===== config.mk =====
export PLATFORM = sky130hd
export DESIGN_NAME = banyan_fabric
export DESIGN_NICKNAME = d
export VERILOG_FILES = /design/src/rtl/banyan_pkg.sv /design/src/rtl/banyan_elem.sv /design/src/rtl/banyan_stage.sv /design/src/rtl/banyan_fabric.sv
export SDC_FILE = /design/constraint.sdc
export NUM_CORES = 1
export LEC_CHECK = 0
export BUFFER_PORTS_ARGS = -buffer_cell sky130_fd_sc_hd__buf_2
export CAP_MARGIN = 20
export CORE_MARGIN = 2
export CORE_UTILIZATION = 45
export CTS_CLUSTER_SIZE = 40
export DETAILED_ROUTE_END_ITERATION = 8
export GPL_ROUTABILITY_DRIVEN = 1
export PLACE_DENSITY = 0.71
export SYNTH_ARGS = -nofsm -noshare
export SYNTH_HDL_FRONTEND = slang
export SYNTH_SLANG_ARGS = --single-unit

===== constraint.sdc =====
create_clock -name clk -period 0.8 [get_ports clk]
set_input_delay 0.04 -clock clk [delete_from_list [all_inputs] [get_ports clk]]
set_output_delay 0.04 -clock clk [all_outputs]
set_load 0.02 [all_outputs]

===== src/rtl/banyan_pkg.sv =====
package banyan_pkg;

   // Reverse the low 'width' bits of 'value'
   function automatic int unsigned bit_rev(input int unsigned value, input int unsigned width);
      int unsigned res;
      res = 0;
      for (int unsigned b = 0; b < width; b++) begin
         if (((value >> b) & 1) != 0) res = res | (1 << (width - 1 - b));
      end
      return res;
   endfunction

   // Element j of a stage: lane index with a 0 inserted at bit position 'pos'
   function automatic int unsigned pair_lo(input int unsigned j, input int unsigned pos);
      return ((j >> pos) << (pos + 1)) | (j & ((1 << pos) - 1));
   endfunction

endpackage


===== src/rtl/banyan_elem.sv =====
module banyan_elem #(
   parameter int AW = 3
) (
   input  logic [1:0]         in_vld,
   input  logic [1:0]         in_want,
   input  logic [1:0][AW-1:0] in_src,
   output logic [1:0]         out_vld,
   output logic [1:0][AW-1:0] out_src,
   output logic               drop,
   output logic [AW-1:0]      drop_src
);

   // in_want[x] = 0 asks for the upper side, 1 for the lower side
   always_comb begin
      out_vld  = '0;
      out_src  = '0;
      drop     = 1'b0;
      drop_src = '0;
      if (in_vld[0]) begin
         out_vld[in_want[0]] = 1'b1;
         out_src[in_want[0]] = in_src[0];
      end
      if (in_vld[1]) begin
         if (in_vld[0] && (in_want[0] == in_want[1])) begin
            drop     = 1'b1;
            drop_src = in_src[1];
         end else begin
            out_vld[in_want[1]] = 1'b1;
            out_src[in_want[1]] = in_src[1];
         end
      end
   end

endmodule


===== src/rtl/banyan_stage.sv =====
module banyan_stage
   import banyan_pkg::*;
#(
   parameter int NPORTS = 8,
   parameter int LEVEL  = 0
) (
   input  logic [NPORTS-1:0][$clog2(NPORTS)-1:0] dest_tab,
   input  logic [NPORTS-1:0]                     in_vld,
   input  logic [NPORTS-1:0][$clog2(NPORTS)-1:0] in_src,
   output logic [NPORTS-1:0]                     out_vld,
   output logic [NPORTS-1:0][$clog2(NPORTS)-1:0] out_src,
   output logic [NPORTS-1:0]                     blk
);

   localparam int AW    = $clog2(NPORTS);
   localparam int HALF  = NPORTS / 2;
   localparam int RBIT  = AW - 1 - LEVEL;
   localparam int SPAN  = 1 << LEVEL;

   logic [HALF-1:0]         e_drop;
   logic [HALF-1:0][AW-1:0] e_dsrc;

   for (genvar j = 0; j < HALF; j++) begin : g_elem
      localparam int LO = pair_lo(j, LEVEL);
      localparam int HI = LO + SPAN;

      logic [1:0]         want;
      logic [1:0]         ov;
      logic [1:0][AW-1:0] os;

      // destination looked up through the carried source index
      assign want = {dest_tab[in_src[HI]][RBIT], dest_tab[in_src[LO]][RBIT]};

      banyan_elem #(.AW(AW)) u_elem (
         .in_vld   ({in_vld[HI], in_vld[LO]}),
         .in_want  (want),
         .in_src   ({in_src[HI], in_src[LO]}),
         .out_vld  (ov),
         .out_src  (os),
         .drop     (e_drop[j]),
         .drop_src (e_dsrc[j])
      );

      assign out_vld[LO] = ov[0];
      assign out_vld[HI] = ov[1];
      assign out_src[LO] = os[0];
      assign out_src[HI] = os[1];
   end

   always_comb begin
      blk = '0;
      for (int j = 0; j < HALF; j++) begin
         if (e_drop[j]) blk[e_dsrc[j]] = 1'b1;
      end
   end

endmodule


===== src/rtl/banyan_fabric.sv =====
module banyan_fabric
   import banyan_pkg::*;
#(
   parameter int NPORTS = 8,
   parameter int DATA_W = 8
) (
   input  logic                                 clk,
   input  logic                                 rst_n,
   input  logic [NPORTS-1:0]                     pkt_valid,
   input  logic [NPORTS-1:0][$clog2(NPORTS)-1:0] pkt_dest,
   input  logic [NPORTS-1:0][DATA_W-1:0]         pkt_data,
   output logic [NPORTS-1:0]                     port_valid,
   output logic [NPORTS-1:0][DATA_W-1:0]         port_data,
   output logic [NPORTS-1:0]                     pkt_blocked
);

   localparam int AW     = $clog2(NPORTS);
   localparam int STAGES = AW;

   if (NPORTS < 2 || (NPORTS & (NPORTS - 1)) != 0) begin : g_bad_nports
      $error("banyan_fabric: NPORTS must be a power of two, at least 2");
   end
   if (NPORTS > 1024) begin : g_big_nports
      $error("banyan_fabric: NPORTS above 1024 not supported");
   end
   if (DATA_W < 1) begin : g_bad_width
      $error("banyan_fabric: DATA_W must be at least 1");
   end

   logic [STAGES:0][NPORTS-1:0]         s_vld;
   logic [STAGES:0][NPORTS-1:0][AW-1:0] s_src;
   logic [STAGES-1:0][NPORTS-1:0]       s_blk;

   assign s_vld[0] = pkt_valid;
   for (genvar i = 0; i < NPORTS; i++) begin : g_tag
      assign s_src[0][i] = AW'(i);
   end

   for (genvar k = 0; k < STAGES; k++) begin : g_stage
      banyan_stage #(.NPORTS(NPORTS), .LEVEL(k)) u_stage (
         .dest_tab (pkt_dest),
         .in_vld   (s_vld[k]),
         .in_src   (s_src[k]),
         .out_vld  (s_vld[k+1]),
         .out_src  (s_src[k+1]),
         .blk      (s_blk[k])
      );
   end

   logic [NPORTS-1:0]             nxt_vld;
   logic [NPORTS-1:0][DATA_W-1:0] nxt_dat;
   logic [NPORTS-1:0]             nxt_blk;

   for (genvar p = 0; p < NPORTS; p++) begin : g_out
      localparam int LANE = bit_rev(p, AW);
      assign nxt_vld[p] = s_vld[STAGES][LANE];
      assign nxt_dat[p] = s_vld[STAGES][LANE] ? pkt_data[s_src[STAGES][LANE]] : '0;
   end

   always_comb begin
      nxt_blk = '0;
      for (int k = 0; k < STAGES; k++) nxt_blk = nxt_blk | s_blk[k];
   end

   always_ff @(posedge clk or negedge rst_n) begin
      if (!rst_n) begin
         port_valid  <= '0;
         port_data   <= '0;
         pkt_blocked <= '0;
      end else begin
         port_valid  <= nxt_vld;
         port_data   <= nxt_dat;
         pkt_blocked <= nxt_blk;
      end
   end

endmodule


# Yosys cells after proc, flatten, opt, wreduce, memory -nomap -nowiden
# Index checks and enable logic that the tools add are counted.
totals:
  out_inout_bits: 80
  reg_bits: 80
  in_bits: 98
classes:
  eq_ne: 12
  reduce_logical: 48
  muxes: 313
  n_bitwise: 38
  magnitude_cmp: 96
ops:
  columns: ["operator", "count"]
  rows:
  - ["two-way mux 8 bit", 28]
  - ["binary-select mux 8 bit (select 3 bit)", 8]
  - ["two-way mux 6 bit", 32]
  - ["binary-select mux 3 bit (select 3 bit)", 16]
  - ["< comparator 3 x 4 -> 1 bit (second input constant)", 33]
  - ["two-way mux 3 bit", 43]
  - ["two-way mux 2 bit", 46]
  - ["OR 8 bit", 11]
  - ["two-way mux 1 bit", 70]
  - ["demux 3 bit (select 1 bit)", 23]
  - ["bitwise mux 6 bit", 8]
  - ["logical AND 1 bit", 48]
  - ["< comparator 1 x 2 -> 1 bit (second input constant)", 24]
  - ["bitwise AND 6 bit", 7]
  - ["demux 1 bit (select 3 bit)", 12]
  - ["greater-or-equal comparator 3 x 1 -> 1 bit (second input constant)", 10]
  - ["greater-or-equal comparator 1 bit (second input constant)", 25]
  - ["demux 1 bit (select 1 bit)", 24]
  - ["OR 2 bit", 12]
  - ["equality test 1 bit", 12]
  - ["< comparator 1 x 4 -> 1 bit (second input constant)", 2]
  - ["two-way mux 4 bit", 2]
  - ["OR 4 bit", 2]
  - ["bitwise AND 4 x 6 -> 6 bit", 1]
  - ["6 further kinds", 8]

# Depth between registers and ports, before layout
# Gate-level depths: netlist of the first run.
logic_depth:
  word_depth: 37
  depth_mapped: 12
  ltp_nobuf: 7

# Cells and area by module
# A second synthesis of the first run with hierarchy kept.
hier_totals:
  hier_cells: 926
  hier_area_um2: 11116.9
by_module_without_submodules:
  columns: ["module", "n_inst", "seq_area_each_um2", "cells_each", "area_per_inst_um2"]
  rows:
  - ["banyan_fabric", 1, 2001.9, 394, 6556.3]
  - ["banyan_elem (g_stage[0].u_stage.g_elem[1].u_elem ...)", 11, 0.0, 28, 186.4]
  - ["banyan_stage (g_stage[0].u_stage)", 1, 0.0, 66, 790.8]
  - ["banyan_stage (g_stage[1].u_stage)", 1, 0.0, 64, 777.0]
  - ["banyan_stage (g_stage[2].u_stage)", 1, 0.0, 66, 726.9]
  - ["banyan_elem (g_stage[0].u_stage.g_elem[0].u_elem)", 1, 0.0, 28, 215.2]

# Worst setup path before layout of the first run
# No wires, ideal clock.
synth_timing:
  path_kind: "input -> register"
  start: "input pkt_valid[6]"
  end: "register port_data[54] (netlist name)"
  required_ns: 0.674
  t_arrival_ns: 2.262
  setup_time_ns: 0.126
  slack_ns: -1.588
  path_stages: 8
  cell_sequence: "and2_1 > clkbuf_1 > o31a_1 > or4b_1 > a21oi_2 > mux2_2 > a221oi_1 > nand2_1"
synth_lines:
  columns: ["item", "line_no", "source"]
  rows:
  - ["from (decl)", "banyan_fabric.sv:9", "input logic [NPORTS-1:0] pkt_valid,"]
  - ["to (signal assigned)", "banyan_fabric.sv:72", "port_data <= nxt_dat;"]
  - ["to (decl)", "banyan_fabric.sv:13", "output logic [NPORTS-1:0][DATA_W-1:0] port_data,"]

==> metrics.yaml, run 1 <==
run_status:
  status: "finished, violations left"
  violations: "setup timing"
routing:
  drc: 0
  dr.first_iter.drc_count: 1416
  dr.pass1.iters: 7
  wirelength_um: 47100
  viasPerCell: 7.01
  vias: 11900
  post_drt_wl_per_cell_um: 27.8
  drtAntennaViolNets: 0
global_routing:
  overflow: 0
  grt_max_degree: 35
  grt_pass1_vias: 11700
  grt_pass1_wl_um: 65600
  antenna_found_initial: 2
  grtUsageTotal_pct: 43.0
logic_synthesis:
  ys_seq_elements: 80
  synth_top_area_share_pct: 24.3
  synthArstFlopShare_pct: 100
  synth.most_common_cell: "mux2i_1"
  syn-num-nets: 1028
  synth_edf_count: 0
  avgSynthCellArea_um2: 8.87
  synthesis.area_um2: 8250
  ys.flop_type: "dfrtp_1"
  syn_inst: 930
  synth_warnings: 0
  ys_seq_area_share_pct: 24.3
  netlist-cell-type-count: 90
  synth_top_area_cell: "dfrtp_1"
  synthTopCellsByArea: "dfrtp_1 (24%), mux2i_1 (20%), nand2_1 (4.2%)"
  synth_common_cells: "mux2i_1 (167), nand2_1 (92), dfrtp_1 (80), o22ai_1 (46), nor2_1 (31)"
critical_path:
  max_stage_delay_ps: 370
  endpoint_kind: "flip-flop"
  cp.required_ps: 1030
  critPathSlowestCell: "mux2i_4"
  path_cells: "buf_6 -> buf_6 -> nand2b_4 -> mux2i_4 -> buf_12 -> o31ai_4 -> mux2i_4 -> buf_12 -> mux2_4 -> a22oi_2 -> o21ai_1"
  crit_family: "multiplexers"
  worstPathArrival_ps: 2260
  worstSetupPathType: "primary input to flip-flop"
  path_buf_inv: 4
  cp_max_fo: 7
  startpoint_type: "primary input"
sta:
  timing.hold.ws_ps: 19.6
  fmax_ghz: 0.493
  setup_viol: 158
  drv_slew: 0
  timing.final.ws_setup_ps: -1230
  finalCritPeriodShare_pct: 254
  rsz0062_at_grt: "yes"
  post-route-min-period_ps: 2030
  hold_viol_final: 0
  maxSlewHeadroom_pct: 57.1
  max_slew.worst_pin.slew_ps: 640
cts:
  htreeDepth: 3
  cts.clk_slew.worst_paths_ps: 70
  cts_root_buf: "clkbuf_16"
  clockBufferDepth: 2
  cts_inserted_buffers: 9
  cts_tree: "yes"
  cts_sinks: 80
finish:
  fin_cells: 1693
  area_growth_pct: 90.1
  nFillCells: 833
  drive_gt1_share_pct: 60.8
  nets: 1557
power_and_ir_drop:
  power.total_mw: 21.1
  p_sw_mw: 8.11
  cellLeakagePower_nw: 7.04
  combPwrFrac_pct: 53.8
  p_int_mw: 12.9
  worst_ir_drop_vdd_v: 0.00159
  switching_share_pct: 38.5
  p_clk_share_pct: 23.1
  power.density_nw_per_um2: 1340
  seqPwrFrac_pct: 23.1
min_path:
  hp-class: "primary input to flip-flop"
placed_design:
  placed_cells: 1574
  port_buffers: 177
  dp_hpwl_um: 28500
  routabilityCongestion: 0.980
floorplanning:
  die_h_um: 139
  io_pins: 178
  core_um2: 18000
  fp.dieW_um: 139
  dieArea_um2: 19400
  rows: 49
  start_util_pct: 45.9
job:
  timing.max_cap.violations: 0
==> stage by stage <==
step | worst slack [ps] | instance area (um2) | util (%) | setup TNS (ps)
floorplan | -1530 | 8880 | - | -87800
global placement | -1610 | 12100 | 67.4 | -108730
CTS | -1160 | 14900 | 82.9 | -81090
detailed placement | -1650 | 12100 | 67.4 | -111080
finish | -1230 | 15700 | 87.3 | -88430
global route | -1300 | 15700 | 87.2 | -91430
==> layout make-up <==
class	count	area (um2)	area share [%]
diodes	1	2.50	0.0160
clock inverters	6	92.6	0.591
well taps	229	287	1.83
inverters	14	60.1	0.383
clock buffers	9	225	1.44
flip-flops and latches	80	2000	12.8
multi-input cells	767	7500	47.8
repair buffers	587	5510	35.1
==> metal layers <==
layer | vias up | routed length (um) | share of wire (%) | GRT usage, %
met1 | 5569 | 15600 | 33 | 48.4
met2 | 1142 | 21600 | 46 | 70.5
met5 | - | 13 | 0.028 | 0
met4 | 2 | 4930 | 10 | 32.8
li1 | 4698 | - | - | -
met3 | 451 | 4970 | 11 | 10.2
==> cells in the final DEF (no fill, tap or decap), types with 9 or more instances in the layout <==
cell | synthesis | final
a221oi_2 | 0 | 9
mux2_4 | 5 | 34
o21ai_1 | 13 | 12
o22ai_2 | 0 | 13
buf_12 | 2 | 46
buf_2 | 29 | 81
a22o_1 | 9 | 9
dfrtp_1 | 80 | 80
nand3_1 | 17 | 12
buf_6 | 2 | 157
nand2_1 | 92 | 76
a221o_1 | 13 | 13
clkbuf_16 | 0 | 11
nor2_1 | 31 | 26
inv_1 | 12 | 11
nand2_2 | 0 | 10
or2_1 | 18 | 16
buf_4 | 5 | 288
nand2b_4 | 0 | 10
mux2i_1 | 167 | 126
o22ai_1 | 46 | 33
o221ai_2 | 1 | 15
mux2i_4 | 1 | 21
mux2i_2 | 0 | 21
o211ai_1 | 15 | 15
o21ai_2 | 1 | 12
nand3b_1 | 9 | 9
a21oi_1 | 30 | 20
==> path summary, 6_finish.rpt <==
check,end,cells after the start,from
min in group asynchronous,port_data[50],2,rst_n
max in group asynchronous,port_valid[7],3,rst_n
setup / recovery,port_data[8],11,pkt_dest[8]
hold / removal,port_data[51],3,pkt_data[51]
==> power groups by stage <==
stage	sequential, mW	combinational, mW	clock [mW]
2_1_floorplan	5.46	3.75	0
3_3_place_gp	4.78	7.68	0
3_5_place_dp	4.79	7.78	0
4_1_cts	4.84	9.99	4.80
5_1_grt	4.90	11.6	4.95
6_report	4.87	11.3	4.86
==> flip-flops by register name, indices dropped and copies added, names as in the netlist <==
signal       flops
port_data       64
pkt_blocked      8
port_valid       8
==> cell families (layout without fill, tap and decap cells) <==
logic type | Yosys count | after routing | synth area share (%)
simple gates | 279 | 279 | 18.3
flops | 80 | 80 | 24.3
mux | 212 | 212 | 27.3
other cells | 1 | 2 | 0.0455
buf+inv | 84 | 616 | 5.07
compound gates | 268 | 269 | 24.4
xor+xnor | 6 | 6 | 0.637
==> timing repair <==
item | CTS | global route
setup buffers | 69 | 36
resized for setup | 387 | 160
setup endpoints to repair | 158 | 158
hold endpoints to repair | 82 | 1
hold buffers | 3 | 1
pin swaps | 90 | 102
cloned | 12 | 2
No activity file was read; power rests on OpenSTA's default activity.
==> run 2: changes to the inputs <==
--- a/config.mk
+++ b/config.mk
@@ -5,7 +5,7 @@
 export SDC_FILE = /design/constraint.sdc
 export NUM_CORES = 1
 export LEC_CHECK = 0
-export BUFFER_PORTS_ARGS = -buffer_cell sky130_fd_sc_hd__buf_2
+export BUFFER_PORTS_ARGS = -buffer_cell sky130_fd_sc_hd__buf_4
 export CAP_MARGIN = 20
 export CORE_MARGIN = 2
 export CORE_UTILIZATION = 45
@@ -13,6 +13,7 @@
 export DETAILED_ROUTE_END_ITERATION = 8
 export GPL_ROUTABILITY_DRIVEN = 1
 export PLACE_DENSITY = 0.71
+export SETUP_SLACK_MARGIN = 0.2
 export SYNTH_ARGS = -nofsm -noshare
 export SYNTH_HDL_FRONTEND = slang
 export SYNTH_SLANG_ARGS = --single-unit
==> metrics.yaml, run 2 (synthesized netlist as in run 1, its figures left out) <==
run_status:
  status: "finished, violations left"
  violations: "hold timing, setup timing"
global_routing:
  overflow: 0
  grt_pass1_vias: 11400
  grt_pass1_wl_um: 63000
  grtUsageTotal_pct: 41.0
  antenna_found_initial: 0
  grt_max_degree: 40
floorplanning:
  start_util_pct: 45.9
  dieArea_um2: 19400
  core_um2: 18000
  io_pins: 178
  fp.dieW_um: 139
  rows: 49
  die_h_um: 139
finish:
  final_cell_mix: "buf_4 (359), buf_6 (150), mux2i_1 (144), nand2_1 (80), dfrtp_1 (80)"
  largest_register: "port_data"
  final_common_cell: "buf_4"
  nets: 1539
  n_antenna_cell: 0
  largest_reg_flops: 64
  drive_gt1_share_pct: 57.4
  reg_top3: "port_data (64), pkt_blocked (8), port_valid (8)"
  area_growth_pct: 87.0
routing:
  dr.pass1.iters: 7
  drc: 0
  wirelength_um: 43200
  dr.first_iter.drc_count: 1174
  viasPerCell: 6.66
  post_drt_wl_per_cell_um: 25.8
  vias: 11200
  drtAntennaViolNets: 0
cts:
  cts_inserted_buffers: 9
  cts.clk_slew.worst_paths_ps: 70
  hold_buffers: 2
  cts_tree: "yes"
  cts_root_buf: "clkbuf_16"
  cts_sinks: 80
  clockBufferDepth: 2
  htreeDepth: 3
sta:
  fmax_ghz: 0.481
  hold_viol_final: 83
  timing.hold.ws_ps: -449
  setup_viol: 158
  tns_ps: -89500
  timing.final.ws_setup_ps: -1280
  rsz0062_at_grt: "yes"
  max_slew.worst_pin.slew_ps: 657
  drv_slew: 0
  maxSlewHeadroom_pct: 55.9
  post-route-min-period_ps: 2080
  finalCritPeriodShare_pct: 260
placed_design:
  place_ws_ps: -1720
  dp_hpwl_um: 28600
  port_buffers: 177
  routabilityCongestion: 0.998
critical_path:
  startpoint_type: "primary input"
  cp.required_ps: 1040
  cp_max_fo: 8
  worstSetupPathType: "primary input to flip-flop"
  crit_top_cell: "buf_6"
  worstPathArrival_ps: 2320
  path_cells: "buf_6 -> buf_6 -> buf_6 -> nand2b_4 -> buf_4 -> buf_6 -> a21oi_4 -> o21ai_4 -> a21oi_4 -> buf_12 -> buf_8 -> buf_16 -> mux2i_1 -> o22ai_1 -> or2_1"
  crit_family: "buffers and inverters"
  endpoint_kind: "flip-flop"
  max_stage_delay_ps: 320
  path_buf_inv: 8
  critPathSlowestCell: "mux2i_1"
power_and_ir_drop:
  combPwrFrac_pct: 53.2
  worst_ir_drop_vdd_v: 0.00109
  cellLeakagePower_nw: 6.98
  p_sw_mw: 7.55
  p_clk_share_pct: 23.1
  p_int_mw: 12.9
  seqPwrFrac_pct: 23.6
  power.density_nw_per_um2: 1330
  switching_share_pct: 36.8
min_path:
  hp-class: "primary input to asynchronous set/reset pin"
job:
  timing.max_cap.violations: 0
-- run 2: final cells by class --
cell class                      instances  area (um2)
Multi-Input combinational cell        767        7150
Timing Repair Buffer                  569        5600
Tap cell                              229         287
Clock buffer                           10         239
Sequential cell                        80        2000
Fill cell                             924        2540
Clock inverter                          5        81.3
Inverter                               14        60.1
-- run 2: worst paths after layout --
| kind | endpoint | from | slack [ps] | cells past startpoint |
|---|---|---|---|---|
| worst max-delay path | port_data[24] | pkt_dest[8] | -1280 | 15 |
| worst min-delay path | pkt_blocked[6] | rst_n | -450 | 1 |
| max in group asynchronous | pkt_blocked[7] | rst_n | 740 | 2 |
| min in group clk | port_data[54] | pkt_data[62] | -20 | 3 |
-- run 2: power by group through the flow --
stage / sequential (mW) / clock [mW] / combinational, mW
4_1_cts: 4.83 / 4.79 / 9.98
5_1_grt: 4.88 / 4.93 / 11.3
3_5_place_dp: 4.81 / 0 / 8.20
3_3_place_gp: 4.81 / 0 / 8.11
2_1_floorplan: 5.46 / 0 / 3.75
6_report: 4.84 / 4.74 / 10.9
-- run 2: stage by stage --
stage	std cells	hold WS (ps)	area (um2)	utilization [%]	power, mW
after global placement	1571	-75.9	12500	69.5	12.9
after CTS	1650	-456	14900	82.7	19.6
after global routing	1674	-453	15400	85.8	21.1
after detailed placement	1571	-71.8	12500	69.5	13.0
after floorplan	930	-256	8880	-	9.21
final	1674	-449	15400	85.8	20.5
-- run 2: what timing repair did --
| item | 4_1_cts | 5_1_grt |
|---|---|---|
| endpoints found under the hold margin | 87 | 83 |
| resized for setup | 293 | 87 |
| buffers inserted | 48 | 24 |
| gates cloned | 14 | 0 |
| pin swaps | 100 | 66 |
| endpoints found under the setup margin | 158 | 158 |
-- run 2: routing by layer --
metal  GRT usage (%)  vias up  part of all wire, %
met2            68.7      911                   47
li1                -     4653                    -
met3            8.22      337                  8.7
met1            46.5     5252                   35
met4            29.9        0                  9.3
met5               0        -                    0
==> run 3: changes to the inputs <==
--- a/config.mk
+++ b/config.mk
@@ -7,12 +7,14 @@
 export LEC_CHECK = 0
 export BUFFER_PORTS_ARGS = -buffer_cell sky130_fd_sc_hd__buf_4
 export CAP_MARGIN = 20
+export CELL_PAD_IN_SITES_DETAIL_PLACEMENT = 1
+export CELL_PAD_IN_SITES_GLOBAL_PLACEMENT = 1
 export CORE_MARGIN = 2
-export CORE_UTILIZATION = 45
+export CORE_UTILIZATION = 38
 export CTS_CLUSTER_SIZE = 40
 export DETAILED_ROUTE_END_ITERATION = 8
 export GPL_ROUTABILITY_DRIVEN = 1
-export PLACE_DENSITY = 0.71
+export PLACE_DENSITY_LB_ADDON = 0.1
 export SETUP_SLACK_MARGIN = 0.2
 export SYNTH_ARGS = -nofsm -noshare
 export SYNTH_HDL_FRONTEND = slang
==> metrics.yaml, run 3 <==
cts:
  cts_inserted_buffers: 9
  cts_root_buf: "clkbuf_16"
  htreeDepth: 3
  cts_sinks: 80
  clockBufferDepth: 2
logic_synthesis:
  synthesis.area_um2: 8250
  netlist-cell-type-count: 90
  synthArstFlopShare_pct: 100
  ys_seq_area_share_pct: 24.3
  syn_inst: 930
  ys_seq_elements: 80
  synth_top_area_share_pct: 24.3
  ys.flop_type: "dfrtp_1"
  avgSynthCellArea_um2: 8.87
  synth_warnings: 0
  synth.most_common_cell: "mux2i_1"
  synth_common_cells: "mux2i_1 (167), nand2_1 (92), dfrtp_1 (80), o22ai_1 (46), nor2_1 (31)"
  synth_top_area_cell: "dfrtp_1"
  synthTopCellsByArea: "dfrtp_1 (24%), mux2i_1 (20%), nand2_1 (4.2%)"
  syn-num-nets: 1028
  synth_edf_count: 0
run_status:
  haltStage: "global routing"
  status: "stopped before the end"
  error: "[ERROR GRT-0232] Routing congestion too high. Check the congestion heatmap in the GUI."
floorplanning:
  fp.dieW_um: 151
  die_h_um: 151
  io_pins: 178
  rows: 53
  start_util_pct: 39.0
global_routing:
  grt_max_degree: 40
  grtUsageTotal_pct: 89.2
  overflow: 668
placed_design:
  placed_cells: 1600
  port_buffers: 177
  dp_hpwl_um: 32500
  routabilityCongestion: 0.985
sta:
  endpoint_type: "sequential cell input"
  grt-worst-endpoint: "port_data[15]$_DFF_PN0_/D"
[run 3: metal layers]
layer | global-route usage, % | GRT overflow
met1 | 82.8 | 13
met2 | 106 | 403
met3 | 76.6 | 16
met4 | 97.9 | 235
met5 | 52.3 | 1
[run 3: cell families after synthesis]
group | after synthesis | share of synthesized area (%)
flops | 80 | 24.3
other cells | 1 | 0.0455
mux | 212 | 27.3
xor+xnor | 6 | 0.637
buf+inv | 84 | 5.07
compound gates | 268 | 24.4
simple gates | 279 | 18.3
[run 3: what timing repair did]
item | 4_1_cts
cloned | 15
pin swaps | 106
hold buffers | 1
resized for setup | 324
setup endpoints to repair | 158
endpoints found under the hold margin | 87
buffers inserted | 47
[run 3: stage by stage]
stage	hold slack (ps)	util, %	instance area, um2	worst slack (ps)
2_1_floorplan	-256	-	8880	-1530
3_3_place_gp	-112	58.7	12400	-1770
3_5_place_dp	-112	58.7	12400	-1790
4_1_cts	-54.6	70.6	14900	-1170
==> run 4: changes to the inputs <==
--- a/config.mk
+++ b/config.mk
@@ -7,15 +7,11 @@
 export LEC_CHECK = 0
 export BUFFER_PORTS_ARGS = -buffer_cell sky130_fd_sc_hd__buf_4
 export CAP_MARGIN = 20
-export CELL_PAD_IN_SITES_DETAIL_PLACEMENT = 1
-export CELL_PAD_IN_SITES_GLOBAL_PLACEMENT = 1
 export CORE_MARGIN = 2
-export CORE_UTILIZATION = 38
-export CTS_CLUSTER_SIZE = 40
+export CORE_UTILIZATION = 30
 export DETAILED_ROUTE_END_ITERATION = 8
 export GPL_ROUTABILITY_DRIVEN = 1
-export PLACE_DENSITY_LB_ADDON = 0.1
-export SETUP_SLACK_MARGIN = 0.2
+export PLACE_DENSITY_LB_ADDON = 0.15
 export SYNTH_ARGS = -nofsm -noshare
 export SYNTH_HDL_FRONTEND = slang
 export SYNTH_SLANG_ARGS = --single-unit
==> constraint.sdc (replaced) <==
create_clock -name clk -period 1 [get_ports clk]
set_input_delay 0.05 -clock clk [delete_from_list [all_inputs] [get_ports clk]]
set_output_delay 0.05 -clock clk [all_outputs]
set_load 0.02 [all_outputs]
==> metrics.yaml, run 4 (synthesized netlist as in run 1, its figures left out) <==
sta:
  setup_viol: 78
  post-route-min-period_ps: 2050
  hold_viol_final: 1
  tns_ps: -65080
  rsz0062_at_grt: "yes"
  fmax_ghz: 0.487
  timing.final.ws_setup_ps: -1050
  max_slew.worst_pin.slew_ps: 624
  timing.hold.ws_ps: -0.528
  maxSlewHeadroom_pct: 58.2
  finalCritPeriodShare_pct: 205
  drv_slew: 0
floorplanning:
  fp.dieW_um: 170
  dieArea_um2: 28800
  core_um2: 27000
  io_pins: 178
  rows: 60
  start_util_pct: 30.6
  die_h_um: 170
critical_path:
  cp-endpoint: "port_data[5]"
  worstPathArrival_ps: 2280
  critPathSlowestCell: "or3b_4"
  crit_start: "pkt_dest[8]"
  max_stage_delay_ps: 440
  endpoint_kind: "flip-flop"
  cp_max_fo: 9
  crit_top_cell: "buf_6"
  cp.required_ps: 1230
  worstSetupPathType: "primary input to flip-flop"
  startpoint_type: "primary input"
  path_cells: "buf_6 -> buf_4 -> nand2b_4 -> mux2i_4 -> or3b_4 -> o41ai_4 -> buf_6 -> buf_12 -> buf_16 -> mux2i_1 -> o22ai_1 -> or2_1"
power_and_ir_drop:
  power.density_nw_per_um2: 1030
  worst_ir_drop_vdd_v: 0.000707
  cellLeakagePower_nw: 6.62
  power.total_mw: 15.2
cts:
  cts_tree: "yes"
  cts.clk_slew.worst_paths_ps: 80
  clockBufferDepth: 2
  cts_inserted_buffers: 9
  htreeDepth: 3
  cts_sinks: 80
  cts_root_buf: "clkbuf_16"
finish:
  largest_register: "port_data"
  largest_reg_flops: 64
  final_common_cell: "buf_4"
  utilization_pct: 54.5
  reg_top3: "port_data (64), pkt_blocked (8), port_valid (8)"
  nets: 1500
  n_antenna_cell: 0
  finish.instance_area_um2: 14700
  drive_gt1_share_pct: 54.3
  final_cell_mix: "buf_4 (420), mux2i_1 (152), nand2_1 (84), dfrtp_1 (80), buf_6 (55)"
  area_growth_pct: 78.3
run_status:
  violations: "hold timing, setup timing"
  status: "finished, violations left"
global_routing:
  grtUsageTotal_pct: 27.7
  grt_pass1_wl_um: 60400
  antenna_found_initial: 0
  grt_max_degree: 24
  grt_pass1_vias: 10200
  overflow: 0
placed_design:
  placed_area_um2: 12500
  place_ws_ps: -1420
  port_buffers: 177
  routabilityCongestion: 0.919
  dp_hpwl_um: 30800
routing:
  wirelength_um: 41000
  drtAntennaViolNets: 0
  vias: 10100
  dr.first_iter.drc_count: 781
  post_drt_wl_per_cell_um: 23.4
  dr.pass1.iters: 5
  viasPerCell: 5.80
  drc: 0
min_path:
  hp-class: "primary input to flip-flop"
job:
  timing.max_cap.violations: 0
run 4: metrics by stage:
stage          instances  hold slack (ps)
6_report            1748           -0.528
5_1_grt             1748             1.19
4_1_cts             1728             1.40
3_5_place_dp        1657            -23.8
3_3_place_gp        1657            -26.3
2_1_floorplan        930             -246
run 4: routing by layer:
layer / GRT usage, % / share of wire (%)
met5: 0 / 0
met4: 12.9 / 4.6
met3: 3.45 / 5.6
met1: 33.3 / 40
met2: 49.3 / 50
run 4: report_power, final:
| part | switching [mW] | internal, mW |
|---|---|---|
| Clock | 1.58 | 1.84 |
| Sequential | 0.158 | 3.65 |
| Combinational | 4.00 | 3.97 |
| Total | 5.73 | 9.45 |
run 4: what timing repair did:
action / in CTS / in global routing
endpoints found under the hold margin: 85 / 0
setup endpoints to repair: 78 / 80
setup buffers: 40 / 26
resized for setup: 165 / 84
gates cloned: 13 / 2
pin swaps: 79 / 44
hold buffers: 6 / 0
run 4: worst max-delay path: cells and delay by family:
family,cells,cell delay [ps]
buffers and inverters,5,690
and+or+nand+nor,3,860
muxes,2,500
AOI/OAI and AO/OA,2,170
run 4: worst min path at each step:
stage,from,end,slack (ps),cells after the start
floorplan,rst_n,pkt_blocked[0],-250,0
global placement,rst_n,port_data[26],-30,1
detailed placement,rst_n,port_data[26],-20,1
CTS,pkt_data[50],port_data[50],1,3
global route,pkt_valid[0],pkt_blocked[1],1,2
finish,pkt_valid[0],pkt_blocked[1],-0.5,2
run 4: area by class of cell:
cell class,count,area (um2)
fill,2447,12300
multi-input combinational,767,7030
timing repair buffer,530,4880
sequential,80,2000
tap,341,427
clock buffer,11,253
inverter,14,62.6
clock inverter,5,40.0
